### src/rtl/pinmux_pkg.sv
package pinmux_pkg;
  localparam int NFUNC = 4;
  localparam int OFF_W = 12;

  localparam logic [OFF_W-1:0] A_OWN_GPIO = 12'h000;
  localparam logic [OFF_W-1:0] A_OWN_PER  = 12'h004;
  localparam logic [OFF_W-1:0] A_OWN_ST   = 12'h008;
  localparam logic [OFF_W-1:0] A_DIR_SET  = 12'h010;
  localparam logic [OFF_W-1:0] A_DIR_CLR  = 12'h014;
  localparam logic [OFF_W-1:0] A_DIR_ST   = 12'h018;
  localparam logic [OFF_W-1:0] A_DAT_SET  = 12'h030;
  localparam logic [OFF_W-1:0] A_DAT_CLR  = 12'h034;
  localparam logic [OFF_W-1:0] A_DAT_VAL  = 12'h038;
  localparam logic [OFF_W-1:0] A_PAD_LVL  = 12'h03C;
  localparam logic [OFF_W-1:0] A_PU_CLR   = 12'h060;
  localparam logic [OFF_W-1:0] A_PU_SET   = 12'h064;
  localparam logic [OFF_W-1:0] A_PU_ST    = 12'h068;
  localparam logic [OFF_W-1:0] A_SEL_LO   = 12'h070;
  localparam logic [OFF_W-1:0] A_SEL_HI   = 12'h074;
  localparam logic [OFF_W-1:0] A_PD_CLR   = 12'h090;
  localparam logic [OFF_W-1:0] A_PD_SET   = 12'h094;
  localparam logic [OFF_W-1:0] A_PD_ST    = 12'h098;
  localparam logic [OFF_W-1:0] A_WM_SET   = 12'h0A0;
  localparam logic [OFF_W-1:0] A_WM_CLR   = 12'h0A4;
  localparam logic [OFF_W-1:0] A_WM_ST    = 12'h0A8;
  localparam logic [OFF_W-1:0] A_HYST_OFF = 12'h100;

  typedef enum logic [1:0] {
    FN_A = 2'd0,
    FN_B = 2'd1,
    FN_C = 2'd2,
    FN_D = 2'd3
  } func_code_e;
endpackage

### src/rtl/pinmux_bit_reg.sv
module pinmux_bit_reg #(
  parameter int         W   = 32,
  parameter logic [W-1:0] RST = '0
) (
  input  logic         clk,
  input  logic         rst_n,
  input  logic [W-1:0] set_i,
  input  logic [W-1:0] clr_i,
  input  logic         ld_i,
  input  logic [W-1:0] ld_val_i,
  input  logic [W-1:0] ld_mask_i,
  output logic [W-1:0] q_o
);
  logic [W-1:0] nxt;

  always_comb begin
    nxt = (q_o & ~clr_i) | set_i;
    if (ld_i) nxt = (nxt & ~ld_mask_i) | (ld_val_i & ld_mask_i);
  end

  always_ff @(posedge clk or negedge rst_n) begin
    if (!rst_n) q_o <= RST;
    else        q_o <= nxt;
  end
endmodule

### src/rtl/pinmux_pad_route.sv
module pinmux_pad_route
  import pinmux_pkg::*;
#(
  parameter int NPINS = 32
) (
  input  logic [NPINS-1:0]            gpio_own,
  input  logic [NPINS-1:0]            sel_lo,
  input  logic [NPINS-1:0]            sel_hi,
  input  logic [NPINS-1:0]            gpio_do,
  input  logic [NPINS-1:0]            gpio_oe,
  input  logic [NFUNC-1:0][NPINS-1:0] periph_do,
  input  logic [NFUNC-1:0][NPINS-1:0] periph_oe,
  output logic [NPINS-1:0]            pad_out,
  output logic [NPINS-1:0]            pad_oe
);
  for (genvar n = 0; n < NPINS; n++) begin : g_pin
    func_code_e code;
    logic       fn_do, fn_oe;
    assign code  = func_code_e'({sel_hi[n], sel_lo[n]});
    assign fn_do = periph_do[code][n];
    assign fn_oe = periph_oe[code][n];
    assign pad_out[n] = gpio_own[n] ? gpio_do[n] : fn_do;
    assign pad_oe[n]  = gpio_own[n] ? gpio_oe[n] : fn_oe;
  end
endmodule

### src/rtl/pinmux_readback.sv
module pinmux_readback
  import pinmux_pkg::*;
#(
  parameter int NPINS  = 32,
  parameter int ADDR_W = 12
) (
  input  logic [ADDR_W-1:0] addr,
  input  logic [NPINS-1:0]  own_q,
  input  logic [NPINS-1:0]  dir_q,
  input  logic [NPINS-1:0]  dat_q,
  input  logic [NPINS-1:0]  pad_in,
  input  logic [NPINS-1:0]  pu_q,
  input  logic [NPINS-1:0]  pd_q,
  input  logic [NPINS-1:0]  sel_lo_q,
  input  logic [NPINS-1:0]  sel_hi_q,
  input  logic [NPINS-1:0]  wm_q,
  input  logic [NPINS-1:0]  hyst_q,
  output logic [NPINS-1:0]  rdata
);
  always_comb begin
    unique case (addr)
      ADDR_W'(A_OWN_ST):   rdata = own_q;
      ADDR_W'(A_DIR_ST):   rdata = dir_q;
      ADDR_W'(A_DAT_VAL):  rdata = dat_q;
      ADDR_W'(A_PAD_LVL):  rdata = pad_in;
      ADDR_W'(A_PU_ST):    rdata = pu_q;
      ADDR_W'(A_PD_ST):    rdata = pd_q;
      ADDR_W'(A_SEL_LO):   rdata = sel_lo_q;
      ADDR_W'(A_SEL_HI):   rdata = sel_hi_q;
      ADDR_W'(A_WM_ST):    rdata = wm_q;
      ADDR_W'(A_HYST_OFF): rdata = hyst_q;
      default:             rdata = '0;
    endcase
  end
endmodule

### src/rtl/pinmux_port_ctrl.sv
module pinmux_port_ctrl
  import pinmux_pkg::*;
#(
  parameter int NPINS  = 32,
  parameter int ADDR_W = 12
) (
  input  logic                        clk,
  input  logic                        rst_n,
  input  logic [ADDR_W-1:0]           bus_addr,
  input  logic                        bus_wen,
  input  logic [NPINS-1:0]            bus_wdata,
  output logic [NPINS-1:0]            bus_rdata,
  input  logic [NFUNC-1:0][NPINS-1:0] periph_do,
  input  logic [NFUNC-1:0][NPINS-1:0] periph_oe,
  input  logic [NPINS-1:0]            pad_in,
  output logic [NPINS-1:0]            pad_out,
  output logic [NPINS-1:0]            pad_oe,
  output logic [NPINS-1:0]            pad_pu,
  output logic [NPINS-1:0]            pad_pd,
  output logic [NPINS-1:0]            pad_st_off
);
  localparam logic [NPINS-1:0] ONES  = '1;
  localparam logic [NPINS-1:0] ZEROS = '0;

  logic [NPINS-1:0] own_q, dir_q, dat_q, pu_q, pd_q, wm_q;
  logic [NPINS-1:0] sel_lo_q, sel_hi_q, hyst_q;

  function automatic logic hit(input logic [OFF_W-1:0] off);
    return bus_wen && (bus_addr == ADDR_W'(off));
  endfunction

  function automatic logic [NPINS-1:0] wbits(input logic [OFF_W-1:0] off);
    return hit(off) ? bus_wdata : ZEROS;
  endfunction

  // ownership: 1 = GPIO-owned
  pinmux_bit_reg #(.W(NPINS), .RST(ONES)) u_own (
    .clk(clk), .rst_n(rst_n), .set_i(wbits(A_OWN_GPIO)), .clr_i(wbits(A_OWN_PER)),
    .ld_i(1'b0), .ld_val_i(ZEROS), .ld_mask_i(ZEROS), .q_o(own_q));

  pinmux_bit_reg #(.W(NPINS), .RST(ZEROS)) u_dir (
    .clk(clk), .rst_n(rst_n), .set_i(wbits(A_DIR_SET)), .clr_i(wbits(A_DIR_CLR)),
    .ld_i(1'b0), .ld_val_i(ZEROS), .ld_mask_i(ZEROS), .q_o(dir_q));

  pinmux_bit_reg #(.W(NPINS), .RST(ZEROS)) u_wm (
    .clk(clk), .rst_n(rst_n), .set_i(wbits(A_WM_SET)), .clr_i(wbits(A_WM_CLR)),
    .ld_i(1'b0), .ld_val_i(ZEROS), .ld_mask_i(ZEROS), .q_o(wm_q));

  // data: set/clear ignore the mask, direct write is gated by it
  pinmux_bit_reg #(.W(NPINS), .RST(ZEROS)) u_dat (
    .clk(clk), .rst_n(rst_n), .set_i(wbits(A_DAT_SET)), .clr_i(wbits(A_DAT_CLR)),
    .ld_i(hit(A_DAT_VAL)), .ld_val_i(bus_wdata), .ld_mask_i(wm_q), .q_o(dat_q));

  pinmux_bit_reg #(.W(NPINS), .RST(ONES)) u_pu (
    .clk(clk), .rst_n(rst_n), .set_i(wbits(A_PU_SET)), .clr_i(wbits(A_PU_CLR)),
    .ld_i(1'b0), .ld_val_i(ZEROS), .ld_mask_i(ZEROS), .q_o(pu_q));

  pinmux_bit_reg #(.W(NPINS), .RST(ZEROS)) u_pd (
    .clk(clk), .rst_n(rst_n), .set_i(wbits(A_PD_SET)), .clr_i(wbits(A_PD_CLR)),
    .ld_i(1'b0), .ld_val_i(ZEROS), .ld_mask_i(ZEROS), .q_o(pd_q));

  // plain read/write words
  pinmux_bit_reg #(.W(NPINS), .RST(ZEROS)) u_sel_lo (
    .clk(clk), .rst_n(rst_n), .set_i(ZEROS), .clr_i(ZEROS),
    .ld_i(hit(A_SEL_LO)), .ld_val_i(bus_wdata), .ld_mask_i(ONES), .q_o(sel_lo_q));

  pinmux_bit_reg #(.W(NPINS), .RST(ZEROS)) u_sel_hi (
    .clk(clk), .rst_n(rst_n), .set_i(ZEROS), .clr_i(ZEROS),
    .ld_i(hit(A_SEL_HI)), .ld_val_i(bus_wdata), .ld_mask_i(ONES), .q_o(sel_hi_q));

  pinmux_bit_reg #(.W(NPINS), .RST(ZEROS)) u_hyst (
    .clk(clk), .rst_n(rst_n), .set_i(ZEROS), .clr_i(ZEROS),
    .ld_i(hit(A_HYST_OFF)), .ld_val_i(bus_wdata), .ld_mask_i(ONES), .q_o(hyst_q));

  pinmux_pad_route #(.NPINS(NPINS)) u_route (
    .gpio_own(own_q), .sel_lo(sel_lo_q), .sel_hi(sel_hi_q),
    .gpio_do(dat_q), .gpio_oe(dir_q),
    .periph_do(periph_do), .periph_oe(periph_oe),
    .pad_out(pad_out), .pad_oe(pad_oe));

  pinmux_readback #(.NPINS(NPINS), .ADDR_W(ADDR_W)) u_rd (
    .addr(bus_addr), .own_q(own_q), .dir_q(dir_q), .dat_q(dat_q), .pad_in(pad_in),
    .pu_q(pu_q), .pd_q(pd_q), .sel_lo_q(sel_lo_q), .sel_hi_q(sel_hi_q),
    .wm_q(wm_q), .hyst_q(hyst_q), .rdata(bus_rdata));

  assign pad_pu     = pu_q;
  assign pad_pd     = pd_q;
  assign pad_st_off = hyst_q;
endmodule

### config.mk
export PLATFORM = sky130hd
export DESIGN_NAME = pinmux_port_ctrl
export DESIGN_NICKNAME = d
export VERILOG_FILES = /design/src/rtl/pinmux_pkg.sv /design/src/rtl/pinmux_bit_reg.sv /design/src/rtl/pinmux_pad_route.sv /design/src/rtl/pinmux_readback.sv /design/src/rtl/pinmux_port_ctrl.sv
export SDC_FILE = /design/constraint.sdc
export NUM_CORES = 1
export LEC_CHECK = 0
export ABC_AREA = 1
export BUFFER_PORTS_ARGS = -buffer_cell sky130_fd_sc_hd__buf_2
export CAP_MARGIN = 20
export CORE_AREA = 3 3 206 208
export CTS_CLUSTER_SIZE = 28
export DETAILED_ROUTE_END_ITERATION = 12
export DIE_AREA = 0 0 209 211
export GPL_TIMING_DRIVEN = 0
export HOLD_SLACK_MARGIN = 0.02
export PLACE_DENSITY = 0.78
export SYNTH_ARGS = -nofsm -noshare
export SYNTH_HDL_FRONTEND = slang
export SYNTH_SLANG_ARGS = --single-unit
### constraint.sdc
create_clock -name clk -period 3.1 [get_ports clk]
set_input_delay 0.31 -clock clk [delete_from_list [all_inputs] [get_ports clk]]
set_output_delay 0.31 -clock clk [all_outputs]
set_load 0.005 [all_outputs]
# Yosys cells after proc, flatten, opt, wreduce, memory -nomap -nowiden
# Cells that the tools add are included.
# W data, S select, Z words.
dict set report word_totals {
  output_inout_bits 192
  ff_bits 288
}
dict set report op_classes {
  reduce_logical 17
  bitwise_logic 22
  order_cmp 32
  muxes 206
  n_eq_ne 21
}
# cell n
set op_table {}
lappend op_table {{$bmux W32 S2} 64}
lappend op_table {{$mux W32} 15}
lappend op_table {{$pmux W32 S10} 1}
lappend op_table {{$and A32 B32 Y32} 8}
lappend op_table {{$not A32 Y32} 7}
lappend op_table {{$or A32 B32 Y32} 7}
lappend op_table {{$lt A2 B3 Y1 const B} 32}
lappend op_table {{$eq A12 B8 Y1 const B} 6}
lappend op_table {{$mux W1} 66}
lappend op_table {{$mux W31} 2}
lappend op_table {{$eq A12 B7 Y1 const B} 5}
lappend op_table {{$mux W30} 2}
lappend op_table {{$mux W29} 2}
lappend op_table {{$mux W28} 2}
lappend op_table {{$mux W27} 2}
lappend op_table {{$mux W26} 2}
lappend op_table {{$mux W25} 2}
lappend op_table {{$eq A12 B6 Y1 const B} 4}
lappend op_table {{$mux W24} 2}
lappend op_table {{$mux W23} 2}
lappend op_table {{$mux W22} 2}
lappend op_table {{$mux W21} 2}
lappend op_table {{$mux W20} 2}
lappend op_table {{$mux W19} 2}
lappend op_table {{23 further kinds} 57}

# Longest topological paths before layout
dict set report logic_depth {
  depth_word 9
  ltp_mapped 10
  ltp_nobuf 9
}

# Hierarchy
# From an unflattened synthesis, not the netlist that was laid out.
dict set report unflattened {
  cells_unflattened 4855
  area_unflattened_um2 25896.1
}
# module seq_area_each_um2 area_per_inst_um2 n_inst cells_per_inst
set by_module_without_submodules {}
lappend by_module_without_submodules {{pinmux_bit_reg (u_dat ...)} 800.8 1795.5 7 291}
lappend by_module_without_submodules {pinmux_pad_route 0.0 3883.7 1 992}
lappend by_module_without_submodules {{pinmux_bit_reg (u_own ...)} 840.8 1835.5 2 291}
lappend by_module_without_submodules {pinmux_readback 0.0 3140.5 1 699}
lappend by_module_without_submodules {pinmux_port_ctrl 0.0 2632.5 1 545}

# Worst setup path after synthesis
# No wires, ideal clock.
dict set report synth_timing {
  kind {input -> output}
  from {input bus_addr[11]}
  to {output bus_rdata[31]}
  path_slack_ns 1.465
  path_buffers 2
  stages 9
  t_arrival_ns 1.325
  cell_sequence {nor2_1 > nand2_2 > nor2_4 > buf_4 > buf_2 > nand3_1 > nand3_1 > nor2_1 > nand2_1}
}
dict set report synth_via {
  elab_chain_cells 2
  elab_cells_between_ends 11
  classes_between {eq/ne (10); mux (1)}
}
# item line
set synth_lines {}
lappend synth_lines {{start, declared} pinmux_port_ctrl.sv:9} ;# input logic [ADDR_W-1:0] bus_addr,
lappend synth_lines {{$eq A12 B9 Y1, or another cell as far along} pinmux_readback.sv:21} ;# unique case (addr)
lappend synth_lines {{$pmux W32 S10 (*)} pinmux_readback.sv:21}
lappend synth_lines {{end, declared} pinmux_port_ctrl.sv:12} ;# output logic [NPINS-1:0] bus_rdata,
# Mark *: on every way between the ends. The rest lies on a longest branch, timed or not.

# Worst setup path after layout
dict set report layout_timing {
  from {input bus_addr[6]}
  to {output bus_rdata[13]}
}
# The elaborated chain is that of the path after synthesis.

==> results.yml <==
global_routing:
  grt_pass1_vias: 19600
  grt_max_degree: 121
  overflow: 0
  grt_usage: 0.373
  grt_antenna_before_repair: 6
  grt_first_pass_wirelength_mm: 123
synth:
  yosys-top-cells-area: "dfrtp_1, nand3_1, nand2_1"
  yosysSeqAreaShare: 0.431
  synth-seq-cells: 288
  netlist_instances: 2438
  synth_top_area_share: 0.331
  synth_edf_count: 0
  syn_area_per_cell_um2: 6.94
  yosys_warnings: 0
  ys.flop_type: "dfrtp_1"
  synth_nets: 2773
  synth_area_leader_cell: "dfrtp_1"
  synthesis.area_um2: 16900
  synth-async-reset-ratio: 1.00
  yosysUniqueCellTypes: 23
layout:
  drive_above_1_share: 0.243
  fillers: 4083
  final_cells: 3563
  fin_nets: 3337
  finish.instance_area_um2: 21500
  final_common_cell: "buf_2"
  layout_common_cells: "buf_2, nand2_1, nand3_1"
  area_growth_pct: 26.8
critical_path:
  required_ps: 2790
  critPathKind: "input port to output pin"
  crit_family: "simple AND/OR/NAND/NOR gates"
  worstSetupStartpointType: "input port"
  slowest_delay_ps: 710
  critPathCaptureType: "output pin"
  crit_slowest_cell: "clkbuf_1"
  worst-path-buf-inv: 4
  crit_fanout: 10
  cp.arrival_ps: 2530
  cp_cell_sequence: "buf_2, inv_1, nand2_1, nor2_1, clkbuf_1, nand3_1, nand3_1, nor2_1, nand2_1, buf_2"
status:
  status: "complete, no violations"
place:
  placed_cell_area_um2: 20300
  gp_congestion: 0.974
  hpwl_mm: 61.7
  io_buffer_count: 525
  dp.cells: 3497
power:
  p_per_area_nw_per_um2: 407
  power_mw: 8.74
  p_leak_nw: 11.0
  ir_drop_uv: 328
sta:
  whs_ps: 47.9
  period_minus_slack_ps: 2840
  finalCritPeriodShare: 0.916
  fin_setup_tns_ps: 0
  setup_violations: 0
  final-max-slew-violation-count: 0
  hold_violations: 0
  worstMarginPinSlew_ps: 1220
  max_slew_margin: 0.186
  clock_skew_ps: 9.46
  rsz0062_at_grt: "no"
  fmax_mhz: 352
cts:
  cts_made_buffers: 34
  worstSkewPairLatency_ps: 510
  cts_root_buf: "clkbuf_16"
  h-tree-depth: 2
  cts_buffer_depth: 3
  cts_resized: 0
  cts_tree: "built"
  clk_pin_slew_worst_paths_ps: 60
  cts_setup_buffers: 0
  cts_sinks: 288
routing:
  via_count: 20700
  ant_nets: 0
  vias_per_cell: 5.82
  first_pass_iters: 6
  drt_iter0_drc: 2641
  wl_per_cell_um: 24.1
  routed_wl_mm: 85.8
  drc_errors: 0
min_path:
  hold_path_class: "input port to flip-flop"
floorplan:
  die_h_um: 211
  start_util: 0.415
  dieArea_um2: 44100
  core-area_um2: 40700
  rows: 74
  io_pins: 527
  fp.dieW_um: 209
run:
  cap_violations: 0
sequential cells by signal (all words and copies together) (netlist names):
signal        flops
u_dat.q_o        32
u_dir.q_o        32
u_hyst.q_o       32
u_own.q_o        32
u_pd.q_o         32
u_pu.q_o         32
u_sel_hi.q_o     32
u_sel_lo.q_o     32
u_wm.q_o         32
stage by stage:
step | worst slack [ps] | utilization
final | 260 | 0.527
after global routing | 248 | 0.527
after CTS | 352 | 0.527
after detailed placement | 356 | 0.498
after global placement | -3670 | 0.496
after floorplan | 1460 | -
cell families (layout without fill, tap and decap cells):
logic type | after synthesis | after routing | synth area share
AO/OA/AOI/OAI | 555 | 555 | 0.170
flip-flops | 288 | 288 | 0.431
buffers and inverters | 279 | 867 | 0.0683
other | 0 | 5 | 0
AND/OR/NAND/NOR | 1316 | 1316 | 0.331
worst min-delay path: stages:
cell     delay (ps)
buf_2           130
nand2_1          70
nand2_1          50
layout make-up:
cell class	instances	area (µm²)	share of cell area
Antenna cell	5	12.5	0.000583
Buffer	124	574	0.0268
Clock buffer	54	1050	0.0489
Clock inverter	6	111	0.00519
Inverter	155	582	0.0271
Multi-Input combinational cell	1871	8480	0.395
Sequential cell	288	7290	0.340
Tap cell	532	666	0.0310
Timing Repair Buffer	528	2700	0.126
timing repair:
action | in CTS | in global routing
hold buffers | 1 | 0
setup endpoints to repair | 0 | 0
hold endpoints to repair | 48 | 0
per-layer routing:
layer | GRT usage | vias up | wire length, µm
met4 | 0.192 | 6 | 4900
met3 | 0.0989 | 301 | 10400
li1 | - | 9329 | -
met1 | 0.474 | 9590 | 31900
met5 | 0 | - | 40
met2 | 0.587 | 1523 | 38500
synthesized netlist by cell type (4+ instances only):
cell type	n
nor2_1	349
o21ai_1	148
dfstp_2	64
nand3_1	399
nand2_2	4
clkbuf_1	39
nor2_4	4
nor2_2	7
buf_1	12
o21ai_0	343
buf_4	7
o21a_1	17
nand4_1	34
buf_2	66
a31oi_1	47
inv_2	4
nand2_1	515
dfrtp_1	224
inv_1	151
final timing paths:
| path | depth (start not counted) | endpoint | slack [ps] | start |
|---|---|---|---|---|
| min in group asynchronous | 2 | u_sel_hi.q_o[4] | 350 | rst_n |
| worst max-delay path | 10 | bus_rdata[13] | 260 | bus_addr[6] |
| max in group asynchronous | 3 | u_wm.q_o[22] | 1700 | rst_n |
| worst min-delay path | 3 | u_own.q_o[20] | 50 | bus_wdata[20] |
| worst max register to register | 2 | u_pu.q_o[13] | 2220 | u_pu.q_o[13] |
| worst min register to register | 2 | u_own.q_o[12] | 470 | u_own.q_o[12] |
power by group:
group          switching [mW]  internal (mW)  total [mW]
Clock                    1.66           2.58        4.23
Sequential             0.0199           3.78        3.80
Combinational           0.450          0.257       0.707
Note: power is estimated with default switching activity, not from simulation.
